[config.mk]
export PLATFORM = sky130hd
export DESIGN_NAME = gsd_host_bridge
export DESIGN_NICKNAME = d
export VERILOG_FILES = /design/src/rtl/gsd_pkg.sv /design/src/rtl/gsd_addr_decode.sv /design/src/rtl/gsd_palette.sv /design/src/rtl/gsd_lane_steer.sv /design/src/rtl/gsd_host_bridge.sv
export SDC_FILE = /design/constraint.sdc
export NUM_CORES = 1
export LEC_CHECK = 0
export BUFFER_PORTS_ARGS = -buffer_cell sky130_fd_sc_hd__buf_4
export CORE_ASPECT_RATIO = 0.6
export CORE_MARGIN = 4
export CORE_UTILIZATION = 37
export CTS_CLUSTER_SIZE = 8
export DETAILED_ROUTE_END_ITERATION = 10
export GPL_TIMING_DRIVEN = 1
export SYNTH_ARGS = -nofsm -noshare
export SYNTH_HDL_FRONTEND = slang
export SYNTH_SLANG_ARGS = --single-unit
[constraint.sdc]
create_clock -name clk -period 2.5 [get_ports clk]
set_input_delay 0.25 -clock clk [delete_from_list [all_inputs] [get_ports clk]]
set_output_delay 0.25 -clock clk [all_outputs]
set_load 0.005 [all_outputs]
[src/rtl/gsd_pkg.sv]
package gsd_pkg;

   typedef enum logic [1:0] {
      ST_IDLE  = 2'd0,
      ST_ISSUE = 2'd1,
      ST_FETCH = 2'd2,
      ST_HOLD  = 2'd3
   } gsd_state_e;

   // stock 16-step level spread loaded at reset
   function automatic int gsd_stock_level(input int code);
      case (code)
         0:  return 0;
         1:  return 4;
         2:  return 8;
         3:  return 12;
         4:  return 16;
         5:  return 19;
         6:  return 21;
         7:  return 23;
         8:  return 25;
         9:  return 27;
         10: return 29;
         11: return 32;
         12: return 36;
         13: return 40;
         14: return 44;
         default: return 48;
      endcase
   endfunction

endpackage

[src/rtl/gsd_addr_decode.sv]
module gsd_addr_decode #(
   parameter int ADDR_W    = 17,
   parameter int ROW_BYTES = 120,
   parameter int ROWS      = 160,
   parameter int RAM_AW    = 14,
   parameter int PAL_N     = 16,
   parameter int PAL_IW    = 4,
   parameter logic [ADDR_W-1:0] PAL_BASE = 'h1FF80
) (
   input  logic [ADDR_W-1:0] addr,
   input  logic [1:0]        place,
   output logic              ram_hit,
   output logic [RAM_AW-1:0] word_addr,
   output logic              pal_hit,
   output logic [PAL_IW-1:0] pal_idx
);
   localparam int LINE_W   = ADDR_W - 8;
   localparam int ROW_WRDS = ROW_BYTES / 2;
   localparam int PAL_SPAN = PAL_N * 2 * 4;

   logic [8:0]        col_base, col_rel;
   logic [LINE_W-1:0] line, line_base, line_rel;
   logic [ADDR_W-1:0] prel;
   logic              col_ok, line_ok;

   always_comb begin
      line      = addr[ADDR_W-1:8];
      col_base  = place[1] ? 9'(ROW_BYTES) : 9'd0;
      line_base = place[0] ? LINE_W'(ROWS) : '0;
      col_rel   = {1'b0, addr[7:0]} - col_base;
      line_rel  = line - line_base;
      col_ok    = ({1'b0, addr[7:0]} >= col_base) && (col_rel < 9'(ROW_BYTES));
      line_ok   = (line >= line_base) && (line_rel < LINE_W'(ROWS));
      ram_hit   = col_ok && line_ok;
      word_addr = RAM_AW'(line_rel) * RAM_AW'(ROW_WRDS) + RAM_AW'(col_rel[8:1]);

      prel    = addr - PAL_BASE;
      pal_hit = (addr >= PAL_BASE) && (prel < ADDR_W'(PAL_SPAN)) &&
                (prel[PAL_IW+2 -: 2] == place) && !addr[0];
      pal_idx = prel[PAL_IW:1];
   end
endmodule

[src/rtl/gsd_palette.sv]
module gsd_palette #(
   parameter int PAL_N  = 16,
   parameter int PAL_IW = 4,
   parameter int LVL_W  = 6
) (
   input  logic              clk,
   input  logic              rst_n,
   input  logic              we,
   input  logic [PAL_IW-1:0] widx,
   input  logic [LVL_W-1:0]  wlvl,
   input  logic [PAL_IW-1:0] ridx_a,
   output logic [LVL_W-1:0]  rlvl_a,
   input  logic [PAL_IW-1:0] ridx_b,
   output logic [LVL_W-1:0]  rlvl_b
);
   logic [PAL_N*LVL_W-1:0] flat;

   for (genvar i = 0; i < PAL_N; i++) begin : g_ent
      localparam int INIT = (PAL_N == 16) ? gsd_pkg::gsd_stock_level(i)
                                          : (i * 48) / (PAL_N - 1);
      logic [LVL_W-1:0] q;
      always_ff @(posedge clk or negedge rst_n) begin
         if (!rst_n)                        q <= LVL_W'(INIT);
         else if (we && widx == PAL_IW'(i)) q <= wlvl;
      end
      assign flat[i*LVL_W +: LVL_W] = q;
   end

   assign rlvl_a = flat[ridx_a*LVL_W +: LVL_W];
   assign rlvl_b = flat[ridx_b*LVL_W +: LVL_W];
endmodule

[src/rtl/gsd_lane_steer.sv]
module gsd_lane_steer #(
   parameter int DATA_W = 16
) (
   input  logic              narrow,
   input  logic              a0,
   input  logic              ube_n,
   input  logic [DATA_W-1:0] wdata,
   output logic [1:0]        be,
   output logic [DATA_W-1:0] wword
);
   localparam int HALF = DATA_W / 2;

   always_comb begin
      if (narrow) begin
         be    = a0 ? 2'b10 : 2'b01;
         wword = {wdata[HALF-1:0], wdata[HALF-1:0]};
      end else begin
         be    = {!ube_n, !a0};
         wword = wdata;
      end
   end
endmodule

[src/rtl/gsd_host_bridge.sv]
module gsd_host_bridge #(
   parameter int ADDR_W    = 17,
   parameter int DATA_W    = 16,
   parameter int LVL_W     = 6,
   parameter int PAL_N     = 16,
   parameter int PAL_IW    = $clog2(PAL_N),
   parameter int ROW_BYTES = 120,
   parameter int ROWS      = 160,
   parameter int RAM_AW    = $clog2(ROWS * ROW_BYTES / 2),
   parameter logic [ADDR_W-1:0] PAL_BASE = 'h1FF80
) (
   input  logic              clk,
   input  logic              rst_n,
   input  logic [1:0]        place,
   input  logic              narrow,
   input  logic [ADDR_W-1:0] addr,
   input  logic              sel_n,
   input  logic              rd_n,
   input  logic              wr_n,
   input  logic              ube_n,
   input  logic [DATA_W-1:0] wdata,
   output logic [DATA_W-1:0] rdata,
   output logic [1:0]        rdata_en,
   output logic              ready,
   input  logic              ref_req,
   output logic              ram_en,
   output logic              ram_we,
   output logic [RAM_AW-1:0] ram_addr,
   output logic [1:0]        ram_be,
   output logic [DATA_W-1:0] ram_wdata,
   input  logic [DATA_W-1:0] ram_rdata,
   input  logic [PAL_IW-1:0] pal_sel,
   output logic [LVL_W-1:0]  pal_level
);
   import gsd_pkg::*;

   localparam int HALF = DATA_W / 2;

   if (DATA_W != 16) begin : g_bad_width
      $error("bus width must be 16");
   end
   if (LVL_W < 6) begin : g_bad_level
      $error("level field too narrow for 0..48");
   end
   if ((ROW_BYTES % 2) != 0 || 2 * ROW_BYTES > 256) begin : g_bad_row
      $error("row bytes must be even and two regions must fit in one offset byte");
   end
   if ((2 ** RAM_AW) < (ROWS * ROW_BYTES / 2)) begin : g_bad_ram
      $error("RAM address too narrow");
   end

   gsd_state_e        state_q;
   logic              ram_hit, pal_hit, start, release_c, pal_we;
   logic [RAM_AW-1:0] word_addr, addr_q;
   logic [PAL_IW-1:0] pal_idx;
   logic [1:0]        lane_be, be_q, drive_q;
   logic [DATA_W-1:0] lane_word, wd_q, fetched;
   logic [LVL_W-1:0]  pal_host_lvl;
   logic              we_q;

   gsd_addr_decode #(
      .ADDR_W(ADDR_W), .ROW_BYTES(ROW_BYTES), .ROWS(ROWS), .RAM_AW(RAM_AW),
      .PAL_N(PAL_N), .PAL_IW(PAL_IW), .PAL_BASE(PAL_BASE)
   ) u_dec (
      .addr(addr), .place(place), .ram_hit(ram_hit), .word_addr(word_addr),
      .pal_hit(pal_hit), .pal_idx(pal_idx)
   );

   gsd_lane_steer #(.DATA_W(DATA_W)) u_lane (
      .narrow(narrow), .a0(addr[0]), .ube_n(ube_n), .wdata(wdata),
      .be(lane_be), .wword(lane_word)
   );

   gsd_palette #(.PAL_N(PAL_N), .PAL_IW(PAL_IW), .LVL_W(LVL_W)) u_pal (
      .clk(clk), .rst_n(rst_n), .we(pal_we), .widx(pal_idx),
      .wlvl(wdata[LVL_W-1:0]), .ridx_a(pal_idx), .rlvl_a(pal_host_lvl),
      .ridx_b(pal_sel), .rlvl_b(pal_level)
   );

   assign start     = !sel_n && (rd_n != wr_n);
   assign release_c = sel_n || (rd_n && wr_n);
   assign pal_we    = (state_q == ST_IDLE) && start && pal_hit && !wr_n;
   assign fetched   = narrow ? {{HALF{1'b0}}, (be_q[1] ? ram_rdata[DATA_W-1:HALF]
                                                       : ram_rdata[HALF-1:0])}
                             : ram_rdata;

   always_ff @(posedge clk or negedge rst_n) begin
      if (!rst_n) begin
         state_q <= ST_IDLE;
         ready   <= 1'b1;
         rdata   <= '0;
         drive_q <= '0;
         we_q    <= 1'b0;
         addr_q  <= '0;
         be_q    <= '0;
         wd_q    <= '0;
      end else begin
         case (state_q)
            ST_IDLE: if (start) begin
               we_q   <= !wr_n;
               addr_q <= word_addr;
               be_q   <= lane_be;
               wd_q   <= lane_word;
               if (ram_hit && lane_be != 2'b00) begin
                  state_q <= ST_ISSUE;
                  ready   <= 1'b0;
               end else begin
                  state_q <= ST_HOLD;
                  if (pal_hit && wr_n) begin
                     rdata   <= DATA_W'(pal_host_lvl);
                     drive_q <= 2'b01;
                  end
               end
            end
            ST_ISSUE: if (!ref_req) begin
               if (we_q) begin
                  state_q <= ST_HOLD;
                  ready   <= 1'b1;
               end else begin
                  state_q <= ST_FETCH;
               end
            end
            ST_FETCH: begin
               rdata   <= fetched;
               drive_q <= narrow ? 2'b01 : be_q;
               state_q <= ST_HOLD;
               ready   <= 1'b1;
            end
            ST_HOLD: if (release_c) begin
               state_q <= ST_IDLE;
               drive_q <= '0;
            end
            default: state_q <= ST_IDLE;
         endcase
      end
   end

   assign rdata_en  = drive_q;
   assign ram_en    = (state_q == ST_ISSUE) && !ref_req;
   assign ram_we    = we_q;
   assign ram_addr  = addr_q;
   assign ram_be    = be_q;
   assign ram_wdata = wd_q;
endmodule

# --- Word-level counts from Yosys, hierarchy flattened ---
# Index checks and enable logic that the tools add are counted.
# Widths: inputs -> output; s select.
op_classes:
  addsub: 4
  multipliers: 3
  magnitude_cmp: 6
  eq_ne: 27
  shift: 2
  n_mux: 27
  reduce_logical: 47
ops:
  columns: ["cell", "n"]
  rows:
  - ["$shiftx 96x8->6", 2]
  - ["$mux 16", 5]
  - ["$eq 4x4->1 const B", 8]
  - ["$pmux 16 s2", 1]
  - ["$logic_and 1x1->1", 30]
  - ["$mux 2", 10]
  - ["$ge 17x17->1 const B", 1]
  - ["$lt 17x8->1 const B", 1]
  - ["$sub 17x17->17 const B", 1]
  - ["$eq 4x3->1 const B", 4]
  - ["$mux 8", 2]
  - ["$add 14x8->14", 1]
  - ["$mul 4x2->6 const B", 2]
  - ["$mul 9x4->12 const B", 1]
  - ["$ne 2x2->1 const B", 5]
  - ["$reduce_and 5->1", 2]
  - ["$ge 8x9->1", 1]
  - ["$ge 9x9->1", 1]
  - ["$lt 9x7->1 const B", 1]
  - ["$lt 9x8->1 const B", 1]
  - ["$sub 8x9->9", 1]
  - ["$sub 9x9->9", 1]
  - ["$eq 4x2->1 const B", 2]
  - ["$pmux 2 s4", 1]
  - ["19 further kinds", 31]
word_totals:
  reg_bits: 150
  in_bits: 63
  out_inout_bits: 59

# --- Logic depth before layout (Yosys ltp) ---
# Gate-level depths: netlist of the first run.
logic_depth:
  depth_word: 10
  depth_mapped: 18
  depth_no_buf: 18

# --- By module ---
# Synthesis of the first run repeated with hierarchy kept, for this count alone.
unflattened:
  hier_cells: 745
  hier_area_um2: 9520.4
modules_own_cells:
  columns: ["module", "n_inst", "cells_each", "area_each_um2"]
  rows:
  - ["gsd_palette", 1, 334, 5138.7]
  - ["gsd_host_bridge", 1, 193, 2558.7]
  - ["gsd_addr_decode", 1, 199, 1617.8]
  - ["gsd_lane_steer", 1, 19, 205.2]

# --- Least setup slack after synthesis of the first run ---
# OpenSTA, ideal clock, no wires.
synth_timing:
  path_type: "input to register"
  start: "in addr[13]"
  end: "reg addr_q[12], in the netlist ram_addr[12]"
  setup_ps: 125
  arrival_time_ps: 3694
  slack_ps: -1318
  cell_stages: 18
  path_cell_list: "inv_1 > ha_1 > ha_1 > nor2b_1 > nor2_1 > inv_1 > xnor2_1 > xnor2_1 > fa_1 > inv_1 > ha_1 > a21oi_1 > a21boi_0 > a221oi_1 > nand4_1 > a21oi_1 > xnor2_1 > mux2_2"
synth_between:
  elab_chain_len: 3
synth_rtl:
  columns: ["element", "line", "text"]
  rows:
  - ["start: declaration", "gsd_host_bridge.sv:16", "input logic [ADDR_W-1:0] addr,"]
  - ["$sub 9x9->9", "gsd_addr_decode.sv:31", "line_rel = line - line_base;"]
  - ["$mul 9x4->12", "gsd_addr_decode.sv:35", "word_addr = RAM_AW'(line_rel) * RAM_AW'(ROW_WRDS) + RAM_AW'(col_rel[8:1]);"]
  - ["$add 14x8->14", "gsd_addr_decode.sv:35", null]
  - ["end signal: assignment", "gsd_host_bridge.sv:101", "addr_q <= word_addr;"]
  - ["end: declaration", "gsd_host_bridge.sv:54", "logic [RAM_AW-1:0] word_addr, addr_q;"]
# No other way between the ends.
# A chain may end at the register's enable or synchronous reset.

# --- Worst setup path in the final report of the first run ---
layout_timing:
  start: "in place[0]"
  end: "reg addr_q[12], in the netlist ram_addr[12]"
layout_between:
  elab_chain_len: 4
layout_rtl:
  columns: ["element", "line", "text"]
  rows:
  - ["start: declaration", "gsd_host_bridge.sv:14", "input logic [1:0] place,"]
  - ["$mux 8", "gsd_addr_decode.sv:29", "line_base = place[0] ? LINE_W'(ROWS) : '0;"]
  - ["$sub 9x9->9", "gsd_addr_decode.sv:31", null]
  - ["$mul 9x4->12", "gsd_addr_decode.sv:35", null]
  - ["$add 14x8->14", "gsd_addr_decode.sv:35", null]
# No other way between the ends.

==> results of run 1 <==
==> sequential cells by signal, summed over array words and instances, names as in the netlist <==
name,flops
state_q,2
rdata,16
u_pal.g_ent.q,96
ram_be,2
rdata_en,2
ram_addr,14
ram_wdata,16
ram_we,1
ready,1
==> power by group through the flow <==
stage                     clock network [mW]  registers (mW)  logic [mW]
after detailed placement                   0            3.14        4.29
after CTS                               2.87            3.11        4.56
after floorplan                            0            3.13        2.40
after global placement                     0            3.14        4.25
final                                   2.80            3.11        4.99
after global routing                    2.98            3.17        5.46
==> final timing paths <==
kind / end / depth (start not counted) / start
max in group asynchronous: u_pal.g_ent[13].q[3]$_DFFE_PN1P_ / 3 / rst_n
hold / removal: ram_be[0]$_DFFE_PN0P_ / 2 / addr[0]
hold reg to reg: ram_wdata[10]$_DFFE_PN0P_ / 2 / ram_wdata[10]$_DFFE_PN0P_
setup / recovery: ram_addr[12]$_DFFE_PN0P_ / 18 / place[0]
setup reg to reg: u_pal.g_ent[6].q[5]$_DFFE_PN0P_ / 9 / state_q[0]$_DFFE_PN0P_
min in group asynchronous: u_pal.g_ent[4].q[0]$_DFFE_PN0P_ / 2 / rst_n
==> metrics by stage <==
| step | hold WS, ns | setup WS, ns | setup TNS [ns] | cells |
|---|---|---|---|---|
| floorplan | -0.0456 | -0.847 | -9.49 | 721 |
| global route | 0.0519 | -0.738 | -4.95 | 1296 |
| finish | 0.0553 | -0.583 | -3.11 | 1296 |
| CTS | 0.0299 | -0.507 | -2.96 | 1290 |
| global placement | 0.222 | -0.952 | -47.41 | 1249 |
| detailed placement | 0.226 | -1.08 | -48.18 | 1249 |
==> area by class of cell <==
cell class,instances,share of cell area
multi-input combinational,487,0.441
sequential,150,0.298
timing repair buffer,256,0.163
clock buffer,21,0.0369
tap,322,0.0316
inverter,49,0.0164
clock inverter,11,0.0134
==> metal layers <==
metal | part of all wire | vias up | track usage
li1 | - | 3113 | -
met5 | 0 | - | 0
met4 | 0.0063 | 0 | 0.0375
met1 | 0.51 | 3389 | 0.309
met2 | 0.40 | 180 | 0.261
met3 | 0.085 | 9 | 0.0570
==> repair_timing <==
action | CTS | global route
pin swaps | 29 | 28
gates resized for setup | 36 | 45
hold endpoints to repair | 26 | 0
setup buffers | 9 | 8
hold buffers | 1 | 0
gates cloned | 0 | 0
setup endpoints to repair | 23 | 30
==> cell usage after synthesis (2+ instances only) <==
cell      count
nor3_1        5
ha_1         40
a21o_1        5
a211oi_1      5
a21boi_0      5
xnor2_1      15
o31ai_1       2
mux2_2      119
mux4_2       60
nor2_2       12
clkbuf_1     17
nand4_1       5
nor2b_1      12
nand2_1      45
a21oi_1      25
buf_2         4
xor2_1       11
fa_1         12
inv_1        49
nor3_4        5
nor3b_1       3
dfrtp_1     113
buf_1        13
dfstp_2      37
o21ai_0      29
o211ai_1      2
nand3_1       6
nor2_1       16
nand2b_1      2
mux2i_1      25
==> logic make-up after synthesis <==
group | share of synthesized area
mux | 0.318
flops | 0.410
buf+inv | 0.0354
simple gates | 0.0730
fa+ha+maj | 0.0811
xor+xnor | 0.0263
compound gates | 0.0563
==> impl_metrics.toml, run 1 <==
[placement]
routabilityCongestion = 0.805
dp_hpwl_mm = 19.5
placed_area_um2 = 11700
port_buffers = 121

[sta]
hold_viol = 0
rsz0062_at_grt = "yes"
setup_viol = 22
post-route-period-util = 1.23
slew_violations = 0
finalCriticalPeriod_ns = 3.08
tightest_slew_ns = 0.617
maxSlewHeadroom = 0.589
setup_ws_ns = -0.583
fin_skew_ns = 0.00535
fmax_mhz = 324

[clock_network]
cts_root_buf = "clkbuf_16"
cts.sink_count = 150
cts_tree = "done"
cts_made_buffers = 17
clockBufferDepth = 2
cts.clk_slew.worst_paths_ns = 0.06
htreeDepth = 4
clk_latency_ns = 0.43

[power]
switchingPower_mw = 3.54
pwr-share-seq = 0.285
powerDensity_nw_per_um2 = 855
p_sw_frac = 0.325
intPower_mw = 7.36
total_power_mw = 10.9
p_clk_frac = 0.257
ir_worst_vdd_mv = 0.609
combPwrFrac = 0.458
p_leak_nw = 5.94

[detailed_routing]
via_per_inst = 5.16
drt-pass1-iter-count = 4
wire_per_inst_um = 20.0
vias = 6691
ant_nets = 0
first_iter_violations = 291
drc = 0
wirelength_mm = 25.9

[yosys]
synth.avg_cell_area_um2 = 12.8
synthFlopType = "dfrtp_1"
syn_inst = 721
synthArstFlopShare = 1.00
yosysUniqueCellTypes = 52
yosysSeqAreaShare = 0.410
ys_warn_count = 0
synthTopCellsByArea = "dfrtp_1 31%, mux4_2 15%, mux2_2 14%"
synth_top_cell_area_share = 0.305
syn_area_um2 = 9260
synth-edff-count = 0
syn-num-nets = 836
yosysTopAreaCell = "dfrtp_1"
ys_ff_latch = 150

[floorplan]
start_util = 0.380
dieArea_um2 = 27700
fp-row-count = 44
dieWidth_um = 212
coreArea_um2 = 24400
die_h_um = 131
pin_count = 122

[setup_path]
cpLargestDelayFamily = "adder cells"
rrSetupSlack_ns = 0.31
path_buf_inv = 3
crit_path_cell_trace = "buf_8 > ha_4 > ha_4 > nor2b_4 > nor2_4 > inv_4 > xnor2_4 > xnor2_2 > fa_1 > inv_2 > ha_4 > a21oi_4 > o211ai_1 > a221oi_2 > nand4_1 > a21oi_2 > xnor2_1 > mux2_2"
startpoint_type = "primary input"
crit_type = "in2reg"
cp_max_fo = 3
cp_common_cell = "ha_4"
endpoint_kind = "flop"
crit_slowest_cell = "fa_1"
worstPathArrival_ns = 3.39
cpPeakStageDelay_ns = 0.50
crit_required_ns = 2.81

[global_routing]
grt_max_degree = 54
grt_pass1_wl_mm = 40.9
track_usage = 0.194
antenna_found_initial = 0
gr-total-overflow = 0
grt_pass1_vias = 6917

[finish]
final_util = 0.523
mostFrequentLayoutCell = "buf_4"
area_growth_pct = 37.8
n_antenna_cell = 0
nFillCells = 2094
final_layout_size_suffix_gt1_frac = 0.610
nets = 1076
seqCellArea_um2 = 3800
final_cell_area_um2 = 12800
multi_input_area_um2 = 5630
final_cell_mix = "236 x buf_4, 113 x dfrtp_1, 109 x mux2_2"

[outcome]
outcome = "finished with violations"
violations = "setup timing"

[worst_hold_path]
min_path_type = "in2reg"

[flow_run]
cap_viol_max_count = 0
No activity file was read; power rests on OpenSTA's default activity.
==> run 2: changes to the inputs <==
Settings changed: REMOVE_ABC_BUFFERS set to 1, SLEW_MARGIN set to 20.
Clock period 2.5 ns to 3.92 ns, I/O delays scaled along.
==> impl_metrics.toml, run 2 (same netlist as run 1, synthesis figures left out) <==
[detailed_routing]
ant_nets = 0
drt-pass1-iter-count = 5
vias = 6319
wirelength_mm = 25.0
wire_per_inst_um = 21.1
via_per_inst = 5.34
drc = 0
first_iter_violations = 426

[setup_path]
cpLargestDelayFamily = "adder cells"
cp_max_fo = 3
timing.rr.end = "u_pal.g_ent[13].q[1]$_DFFE_PN0P_"
crit_required_ns = 4.22
worstPathArrival_ns = 3.89
startpoint_type = "primary input"
cpPeakStageDelay_ns = 0.50
crit_path_cell_trace = "buf_4 > ha_1 > ha_1 > nor2b_1 > nor2_1 > inv_1 > xnor2_1 > xnor2_1 > fa_1 > inv_1 > ha_1 > a21oi_1 > a21boi_0 > a221oi_2 > nand4_1 > nor3_1 > xnor2_1 > o21ai_0"
rrSetupSlack_ns = 1.12
path_buf_inv = 3
crit_type = "in2reg"
r2r-start = "state_q[0]$_DFFE_PN0P_"
endpoint_kind = "flop"
rr_worst_depth = 7
crit_slowest_cell = "fa_1"

[floorplan]
pin_count = 122
dieWidth_um = 212
coreArea_um2 = 24400
start_util = 0.380
fp-row-count = 44
dieArea_um2 = 27700
die_h_um = 131

[power]
total_power_mw = 6.12
ir_worst_vdd_mv = 0.278
p_leak_nw = 5.21
powerDensity_nw_per_um2 = 543

[clock_network]
clk_latency_ns = 0.43
htreeDepth = 4
cts_root_buf = "clkbuf_16"
cts.clk_slew.worst_paths_ns = 0.07
post_cts_buffers = 0
cts.sink_count = 150
cts_tree = "done"
clockBufferDepth = 2
hold_buffers = 0
cts_made_buffers = 17

[finish]
final_cell_area_um2 = 11300
area_growth_pct = 21.8
final_util = 0.462
final_cell_mix = "142 x buf_4, 119 x mux2_2, 113 x dfrtp_1"
nets = 964
stdcell_count = 1184
largest_reg_flops = 96
regMostFlops = "u_pal.g_ent.q"
n_antenna_cell = 0
final_layout_size_suffix_gt1_frac = 0.487
mostFrequentLayoutCell = "buf_4"

[global_routing]
grt_pass1_wl_mm = 39.1
grt_pass1_vias = 6400
gr-total-overflow = 0
track_usage = 0.188
grt_max_degree = 79
antenna_found_initial = 0

[placement]
placed_area_um2 = 10600
routabilityCongestion = 0.812
port_buffers = 121
dp_hpwl_mm = 18.2
dp.cells = 1152
pre_cts_ws_ns = -0.159

[sta]
hold_viol = 15
setup_ws_ns = 0.323
rsz0062_at_grt = "no"
maxSlewHeadroom = 0.498
whs_ns = -0.0140
finalCriticalPeriod_ns = 3.60
post-route-period-util = 0.918
tightest_slew_ns = 0.753
slew_violations = 0
fmax_mhz = 278
fin_skew_ns = 0.00542
setup_viol = 0
tns_ns = 0

[outcome]
violations = "hold timing"
outcome = "finished with violations"

[flow_run]
cap_viol_max_count = 0

[worst_hold_path]
min_path_type = "in2async"
==> run 2: changes by cell type in the layout (fill, tap and decap cells not counted), moves of 7 or more <==
cell | before | now
mux2_2 | 109 | 119
a21oi_2 | 7 | 0
inv_2 | 7 | 0
buf_4 | 236 | 142
inv_1 | 36 | 49
ha_1 | 28 | 40
a21oi_1 | 16 | 25
ha_4 | 12 | 0
xnor2_1 | 8 | 15
mux2_4 | 10 | 0
o21ai_0 | 19 | 29
==> run 2: what timing repair did <==
item / CTS / global route
endpoints found under the hold margin: 0 / 0
resized for setup: 0 / 1
endpoints found under the setup margin: 0 / 2
==> run 2: cell type report <==
type	instances	area (um^2)
Clock buffer	17	425
Clock inverter	15	228
Fill cell	2241	13100
Inverter	49	184
Multi-Input combinational cell	487	5140
Sequential cell	150	3800
Tap cell	322	403
Timing Repair Buffer	144	1100
==> run 2: worst max-delay path by stage <==
stage          cells past startpoint                        to  startpoint  slack (ns)
6_report                          18  ram_addr[13]$_DFFE_PN0P_    place[0]        0.32
5_1_grt                           18  ram_addr[12]$_DFFE_PN0P_    place[0]       0.005
4_1_cts                           18  ram_addr[12]$_DFFE_PN0P_    place[0]        0.29
3_3_place_gp                      18  ram_addr[12]$_DFFE_PN0P_    place[0]       -0.07
2_1_floorplan                     18  ram_addr[13]$_DFFE_PN0P_    addr[13]       -0.05
3_5_place_dp                      18  ram_addr[12]$_DFFE_PN0P_    place[0]       -0.16
==> run 2: power breakdown <==
group | internal (mW) | switching (mW)
logic | 1.16 | 1.15
clock network | 1.13 | 0.693
registers | 1.81 | 0.170
total | 4.11 | 2.01
==> run 2: routing by layer <==
metal / GRT usage / wire, um / vias to the layer above
met4: 0.0348 / 247 / 0
met2: 0.251 / 9940 / 186
met5: 0 / 0 / -
met1: 0.298 / 13000 / 3235
met3: 0.0573 / 1850 / 15
li1: - / - / 2883
==> run 2: worst reg2reg max path, cell delays in order (launching register included) <==
cell and delay, ns:
dfrtp_1 0.43, inv_1 0.16, ha_1 0.38, nand2_2 0.13, nor3_4 0.40, nand3b_2 0.24, nor2_2 0.55, mux2_2 0.40
==> run 3: changes to the inputs <==
Settings changed: ABC_AREA set to 1.
==> impl_metrics.toml, run 3 <==
[detailed_routing]
wire_per_inst_um = 17.5
drt-pass1-iter-count = 5
via_per_inst = 5.17
wirelength_mm = 30.0
ant_nets = 0
drc = 0
vias = 8863
first_iter_violations = 1066

[yosys]
synth_commonest_cells = "367 x nand2_1, 139 x inv_1, 122 x o21ai_0, 113 x dfrtp_1, 104 x o21ai_1"
ys_ff_latch = 150
syn_inst = 1279
yosysUniqueCellTypes = 42
yosysSeqAreaShare = 0.399
synth_top_cell_area_share = 0.297
synth-edff-count = 0
ys_warn_count = 0
synthFlopType = "dfrtp_1"
yosysTopAreaCell = "dfrtp_1"
synthArstFlopShare = 1.00
syn_area_um2 = 9520
synth.most_common_cell = "nand2_1"
synthTopCellsByArea = "dfrtp_1 30%, nand2_1 14%, dfstp_2 10%"
synth.avg_cell_area_um2 = 7.44

[finish]
final_layout_size_suffix_gt1_frac = 0.173
multi_input_area_um2 = 4880
largest_reg_flops = 96
seqCellArea_um2 = 3800
nets = 1486
area_growth_pct = 18.1
mostFrequentLayoutCell = "nand2_1"
final_cell_mix = "367 x nand2_1, 139 x inv_1, 131 x buf_4"
regMostFlops = "u_pal.g_ent.q"
n_antenna_cell = 0
final_cell_area_um2 = 11200
nFillCells = 2569

[power]
ir_worst_vdd_mv = 0.259
powerDensity_nw_per_um2 = 538
total_power_mw = 6.05
p_sw_frac = 0.376
p_clk_frac = 0.281
switchingPower_mw = 2.27
intPower_mw = 3.77
pwr-share-seq = 0.327
p_leak_nw = 5.37
combPwrFrac = 0.391

[setup_path]
rr_worst_depth = 12
cp_common_cell = "nand2_1"
startpoint_type = "primary input"
cpPeakStageDelay_ns = 0.51
endpoint_kind = "flop"
crit_type = "in2reg"
crit_slowest_cell = "fa_1"
rrSetupSlack_ns = 0.82
worstPathArrival_ns = 3.68
crit_path_cell_trace = "buf_4 > inv_1 > fa_1 > fa_1 > inv_1 > ha_1 > nand2_1 > nand3_1 > xor2_1 > ha_1 > nand2_1 > nor3_1 > nand2_1 > nand3b_1 > nand2_1 > nor2_1 > nand3b_1 > nand3_1 > nand2_1"
crit_required_ns = 4.24
cp_max_fo = 6
r2r-start = "state_q[0]$_DFFE_PN0P_"
timing.rr.end = "u_pal.g_ent[9].q[2]$_DFFE_PN0P_"

[global_routing]
grt_pass1_vias = 8281
grt_max_degree = 89
gr-total-overflow = 0
track_usage = 0.211
antenna_found_initial = 0
grt_pass1_wl_mm = 47.7

[clock_network]
clockBufferDepth = 2
post_cts_buffers = 0
cts_tree = "done"
cts_root_buf = "clkbuf_16"
cts.clk_slew.worst_paths_ns = 0.06
clk_latency_ns = 0.44
cts_resized = 0
hold_buffers = 0
cts_made_buffers = 17
htreeDepth = 4
cts.sink_count = 150

[sta]
fin_skew_ns = 0.0186
tightest_slew_ns = 0.947
tns_ns = 0
post-route-period-util = 0.858
setup_viol = 0
slew_violations = 0
rsz0062_at_grt = "no"
hold_viol = 0
fmax_mhz = 297
maxSlewHeadroom = 0.369
finalCriticalPeriod_ns = 3.36

[placement]
placed_area_um2 = 10600
port_buffers = 121
routabilityCongestion = 0.897
dp_hpwl_mm = 21.8

[floorplan]
dieWidth_um = 215
coreArea_um2 = 25300
fp-row-count = 45
start_util = 0.377
die_h_um = 132
pin_count = 122
dieArea_um2 = 28400

[worst_hold_path]
min_path_type = "in2async"

[flow_run]
cap_viol_max_count = 0

[outcome]
outcome = "finished clean"
==> run 3: cell count changes after synthesis, moves of 37 or more <==
cell / previous run / this run
inv_1: 49 / 139
mux2_2: 119 / 0
mux4_2: 60 / 0
nand2_1: 45 / 367
nand3_1: 6 / 58
nor2_1: 16 / 53
o21ai_0: 29 / 122
o21ai_1: 0 / 104
==> run 3: metal layers <==
layer	global-route usage	wire, um	vias to the layer above	share of wire
met4	0.0393	229	0	0.0076
li1	-	-	4358	-
met2	0.267	11000	375	0.37
met3	0.0592	2910	18	0.097
met5	0	0	-	0
met1	0.349	15800	4112	0.53
==> run 3: how the worst max path moves through the flow <==
| stage | cells after the start | start | slack [ns] | endpoint |
|---|---|---|---|---|
| floorplan | 18 | addr[10] | 0.48 | ram_addr[12]$_DFFE_PN0P_ |
| global placement | 19 | addr[11] | 0.18 | ram_addr[12]$_DFFE_PN0P_ |
| detailed placement | 19 | addr[11] | 0.12 | ram_addr[12]$_DFFE_PN0P_ |
| CTS | 19 | addr[11] | 0.58 | ram_addr[12]$_DFFE_PN0P_ |
| global route | 19 | addr[11] | 0.29 | ram_addr[12]$_DFFE_PN0P_ |
| finish | 19 | addr[11] | 0.56 | ram_addr[12]$_DFFE_PN0P_ |
==> run 3: worst max-delay path: cells and delay by family <==
kind	cells	cell delay [ns]
adder cells (fa/ha/maj)	4	1.70
AND/OR/NAND/NOR	11	1.10
XOR/XNOR	1	0.16
buffers and inverters	3	0.33
==> run 3: power by group through the flow <==
stage / sequential [mW] / clock [mW] / combinational (mW)
CTS: 1.98 / 1.74 / 2.37
global placement: 2.00 / 0 / 2.34
detailed placement: 2.00 / 0 / 2.37
global route: 2.01 / 1.81 / 2.67
finish: 1.98 / 1.70 / 2.37
floorplan: 1.99 / 0 / 1.36
==> run 3: stage by stage <==
stage	hold slack (ns)	setup slack (ns)	std cells	util
floorplan	0.0964	0.482	1220	-
global placement	0.454	0.180	1681	0.421
detailed placement	0.455	0.120	1681	0.421
CTS	0.0516	0.578	1713	0.445
global route	0.0866	0.287	1713	0.445
finish	0.0263	0.555	1713	0.445
==> run 3: logic make-up after synthesis <==
kind of cell    count (synthesis)  share of synthesized area
compound gates                332                      0.190
xor+xnor                       14                     0.0129
fa+ha+maj                      52                     0.0778
buf+inv                       208                     0.0886
flops                         150                      0.399
mux                             6                    0.00631
simple gates                  517                      0.225
==> run 3: layout make-up <==
class | count | share of cell area
multi-input combinational | 921 | 0.434
tap | 329 | 0.0366
sequential | 150 | 0.338
timing repair buffer | 132 | 0.0885
inverter | 149 | 0.0498
clock inverter | 13 | 0.0138
clock buffer | 19 | 0.0394
